### src/rtl/sar_serial_pkg.sv
package sar_serial_pkg;

  // Per-edge strobes handed from the frame control to the datapath
  typedef struct packed {
    logic clear;      // chip select high: wipe the result
    logic decide;     // a trial step ends at this falling edge
    logic trialOn;    // a trial bit is presented on the DAC code
    logic dataPhase;  // the wire carries a result bit
  } sar_strobe_t;

endpackage

### src/rtl/sar_ctrl.sv
module sar_ctrl
  import sar_serial_pkg::*;
#(
  parameter int RES   = 16,
  parameter int LEAD  = 4,
  parameter int TRAIL = 4
) (
  input  logic                    sclk,
  input  logic                    rstN,
  input  logic                    csN,
  output sar_strobe_t             strobe,
  output logic [$clog2(RES)-1:0]  stepIdx,
  output logic [$clog2(RES)-1:0]  outIdx,
  output logic                    oe,
  output logic                    hold
);
  localparam int FRAME = LEAD + RES + TRAIL;
  localparam int CNT_W = $clog2(FRAME + 1);
  localparam int IDX_W = $clog2(RES);

  localparam logic [CNT_W-1:0] FRAME_C     = CNT_W'(FRAME);
  localparam logic [CNT_W-1:0] STEP_FIRST  = CNT_W'(LEAD - 1);
  localparam logic [CNT_W-1:0] STEP_END    = CNT_W'(LEAD - 1 + RES);
  localparam logic [CNT_W-1:0] DATA_FIRST  = CNT_W'(LEAD);
  localparam logic [CNT_W-1:0] DATA_END    = CNT_W'(LEAD + RES);
  localparam logic [CNT_W-1:0] STEP_BASE   = CNT_W'(LEAD + RES - 2);
  localparam logic [CNT_W-1:0] OUT_BASE    = CNT_W'(LEAD + RES - 1);

  logic [CNT_W-1:0] cnt;
  logic             inStep;
  logic             inData;

  always_ff @(negedge sclk or negedge rstN) begin
    if (!rstN)             cnt <= '0;
    else if (csN)          cnt <= '0;
    else if (cnt < FRAME_C) cnt <= cnt + 1'b1;
  end

  assign inStep = (cnt >= STEP_FIRST) && (cnt < STEP_END);
  assign inData = (cnt >= DATA_FIRST) && (cnt < DATA_END);

  always_comb begin
    strobe.clear     = csN;
    strobe.decide    = !csN && inStep;
    strobe.trialOn   = !csN && inStep;
    strobe.dataPhase = !csN && inData;
  end

  assign stepIdx = IDX_W'(STEP_BASE - cnt);
  assign outIdx  = IDX_W'(OUT_BASE - cnt);
  assign oe      = rstN && !csN && (cnt < FRAME_C);
  assign hold    = rstN && !csN && (cnt < STEP_END);

  // a high chip select wipes the frame by the next falling edge
  p_abort_clear_r7: assert property (@(negedge sclk) disable iff (!rstN)
    csN |=> (cnt == '0));

  // after the last trial edge the hold is released
  p_hold_release_r5: assert property (@(negedge sclk) disable iff (!rstN)
    (!csN && cnt == STEP_END - 1'b1) |=> (!hold || csN));

  // the frame position never runs past the frame length
  p_frame_bound_r6: assert property (@(negedge sclk) disable iff (!rstN)
    (cnt == FRAME_C) |=> (cnt == FRAME_C || cnt == '0));

endmodule

### config.mk
export PLATFORM = sky130hd
export DESIGN_NAME = sar_ctrl
export DESIGN_NICKNAME = d
export VERILOG_FILES = /design/src/rtl/sar_serial_pkg.sv /design/src/rtl/sar_ctrl.sv
export SDC_FILE = /design/constraint.sdc
export NUM_CORES = 1
export LEC_CHECK = 0
export ABC_CLOCK_PERIOD_IN_PS = 2000
export BUFFER_PORTS_ARGS = -buffer_cell sky130_fd_sc_hd__buf_4
export CAP_MARGIN = 30
export CORE_AREA = 4 4 41 43
export CTS_BUF_LIST = sky130_fd_sc_hd__clkbuf_4 sky130_fd_sc_hd__clkbuf_8
export DETAILED_ROUTE_END_ITERATION = 10
export DIE_AREA = 0 0 45 47
export PLACE_DENSITY_LB_ADDON = 0.1
export SLEW_MARGIN = 20
export SYNTH_ARGS = -nofsm -noshare
export SYNTH_HDL_FRONTEND = slang
export SYNTH_SLANG_ARGS = --single-unit
### constraint.sdc
create_clock -name sclk -period 2 [get_ports sclk]
set_input_delay 0.2 -clock sclk [delete_from_list [all_inputs] [get_ports sclk]]
set_output_delay 0.2 -clock sclk [all_outputs]
set_load 0.005 [all_outputs]
### Yosys cells after proc, flatten, opt, wreduce, memory -nomap -nowiden

Cells that the tools add are included.

* input bits: 3
* output and inout bits: 14
* logic and storage cells: 20
* bits in registers: 5

* reductions and logical operators: 9
* magnitude comparators: 5
* mux-type cells: 2
* add/subtract/negate cells: 3

Operators with widths (count)
* 5-bit less-than comparator (second input constant): 3
* 5-bit two-way mux: 2
* 2-bit by 4-bit subtractor with 4-bit output (first input constant): 2
* 1-bit logical AND: 7
* 5-bit by 1-bit adder with 5-bit output (second input constant): 1
* 5-bit by 2-bit greater-or-equal comparator with 1-bit output (second input constant): 1
* 5-bit by 3-bit greater-or-equal comparator with 1-bit output (second input constant): 1
* 2-bit nonzero test: 1
* 1-bit zero test: 1

### Logic depth before layout (Yosys ltp)

* depth in word-level cells: 3
* depth in mapped cells: 6
* mapped depth without buffers: 4

==> metrics.txt <==
failing checks negative setup slack; Worst Hold Class primary input to async pin; post-route non-filler standard cell count 102; initial antenna violation count 0; cell taking the most area after synthesis dfrtn_1; Most common cell on crit path buf_6; Reg2Reg Setup Slack 0.54 ns; worst path required time 1.80 ns; vias in the first global route 467; CTS buffer count 3; critical path peak fanout 3; post-route ant nets 0; CTS H-tree lvls 1; die area 2120 um^2; Post-CTS Hold Fix Bufs 0; number of max-cap violations 0; largest registers cnt (5); worst stage delay on the critical path 0.51 ns; register bank with the most flops cnt; placed cell count 90; Worst Max-Slew Pin Slew 0.301 ns; grt total ovfl 0; First-pass DRT Iterations 2; vias 471; crit path cell chain buf_6 -> a21oi_4 -> buf_6 -> buf_6 -> xnor2_2 -> buf_4; syn_nets 59; RSZ-0062 raised after global routing yes; CP endpoint kind output pin; dominant synthesized flop cell dfrtn_1; P_leak 0.000431 uW; CTS sink cnt 5; Final Setup Violations 13; routed wire length 1300 um; max reg flops 5; Die Wd 45 um; Commonest cells post-synth buf_4 (5), dfrtn_1 (5), ha_1 (5), inv_1 (5); Core ar. 1300 um^2; worst vdd ir 287 uV; CTS Root Cell clkbuf_4; Die Ht 47 um; Worst Setup Start Kind flip-flop; r2r endpoint cnt[2]$_DFFE_NN0P_; Routed wire per std cell 12.7 um; hold_ws 0.635 ns; worst skew pair latency 0.25 ns; final max-slew violation count 0; post-route worst setup slack -0.623 ns; count of cell types in the netlist 22; clk slew on worst S/H paths 0.04 ns; fraction of layout instances using a drive strength above 1 0.667; endpoints failing hold 0; Worst Path Arrival 2.42 ns; Starting DRT DRC Count 3; pin count of the biggest net entering global routing 10; Netlist Area Pre-Place 445 um^2; CTS tree yes; ant diodes 0; clock tree buffer depth 2; Syn. warnings 0; Avg Cell Area, Syn 8.73 um^2; Clock Skews 0.00130 ns; Reg2Reg Depth 6; Tot GR Track Use 0.133; asr flop ratio synth 1.00; number of synthesized flops with an enable pin 0; crit path kind flip-flop to output pin; Area Growth Syn to Fin 99.2%; total power 430 uW; Synth area leaders dfrtn_1 (28%), ha_1 (14%), buf_4 (8.4%), xnor2_1 (5.9%), a21oi_1 (4.5%); IO buf count 16; first-pass GRT wire length 2000 um; sequential area share after synthesis 0.281; Mapped Cells 51; DRC violations left 0; Final Core Density 0.682; #FFs+latches synth 5; initial core utilization 0.342; Ports 17; worst r2r src cnt[0]$_DFFE_NN0P_; gpl congestion 0.701; CP max stage cell dfrtn_1; Vias/cell 4.62; PwrDens 485 nW/um^2; fin nets 96; post-DP HPWL 846 um; Rows 13; Synth top area share 0.281; status complete, but fails checks; Slew HR 0.799
[what timing repair did]
item | CTS | global route
gates resized for setup | 26 | 8
pin swaps | 5 | 3
gates cloned | 0 | 0
setup endpoints to repair | 13 | 13
buffers inserted | 6 | 7
[kinds of logic (layout without fill, tap and decap cells)]
group / after synthesis / in the layout / share of synthesized area
and+or+nand+nor: 14 / 14 / 0.169
DFF: 5 / 5 / 0.281
AOI/OAI and AO/OA: 10 / 10 / 0.160
adders and majority gates: 5 / 5 / 0.140
xor gates and xnor gates: 4 / 4 / 0.0787
buffers and inverters: 13 / 49 / 0.171
[report_power, final]
| part | internal, uW | switching [uW] | leakage [uW] |
|---|---|---|---|
| combinational | 116 | 67.2 | 0.000345 |
| clock | 88.9 | 40.5 | 0.0000184 |
| sequential | 108 | 10.4 | 0.0000673 |
| total | 312 | 118 | 0.000431 |
[per-stage QoR]
stage          cell area, um^2  setup TNS (ns)  setup WS [ns]
3_3_place_gp               654           -2.19         -0.357
5_1_grt                    887           -6.43         -0.679
3_5_place_dp               654           -2.14         -0.362
2_1_floorplan              457           -1.40         -0.461
6_report                   887           -5.79         -0.623
4_1_cts                    823           -5.64         -0.604
[placed cells by master (no fill, tap or decap), types with 3 or more instances in the layout]
cell type	count
dfrtn_1	5
nor2_1	3
clkbuf_4	4
nor3_1	3
buf_6	15
buf_4	23
ha_4	3
[final cells by class]
class                      count  area, um^2
multi-input combinational     33         313
inverter                       5        23.8
tap                           15        18.8
timing repair buffer          40         377
fill                         102         414
sequential                     5         125
clock buffer                   4        30.0
[how the worst max path moves through the flow]
| stage | startpoint | end | slack, ns | depth (start not counted) |
|---|---|---|---|---|
| 6_report | cnt[0]$_DFFE_NN0P_ | stepIdx[3] | -0.62 | 6 |
| 4_1_cts | cnt[2]$_DFFE_NN0P_ | strobe[1] | -0.60 | 6 |
| 2_1_floorplan | cnt[2]$_DFFE_NN0P_ | strobe[2] | -0.46 | 5 |
| 3_3_place_gp | cnt[2]$_DFFE_NN0P_ | strobe[1] | -0.36 | 4 |
| 5_1_grt | cnt[0]$_DFFE_NN0P_ | stepIdx[3] | -0.68 | 6 |
| 3_5_place_dp | cnt[3]$_DFFE_NN0P_ | strobe[1] | -0.36 | 4 |
[critical path: cells and delay by family, from the launching register on]
| family | cells | cell delay, ns |
|---|---|---|
| flip-flops | 1 | 0.51 |
| buffers and inverters | 4 | 0.50 |
| AO/OA/AOI/OAI | 1 | 0.05 |
| XOR/XNOR | 1 | 0.12 |
[per-layer routing]
metal,vias to the layer above,track usage,wire length [um]
li1,239,-,-
met1,218,0.141,522
met2,12,0.254,726
met3,2,0.0268,46
met4,0,0.0526,5
met5,-,0,0
No activity file was read; power rests on OpenSTA's default activity.
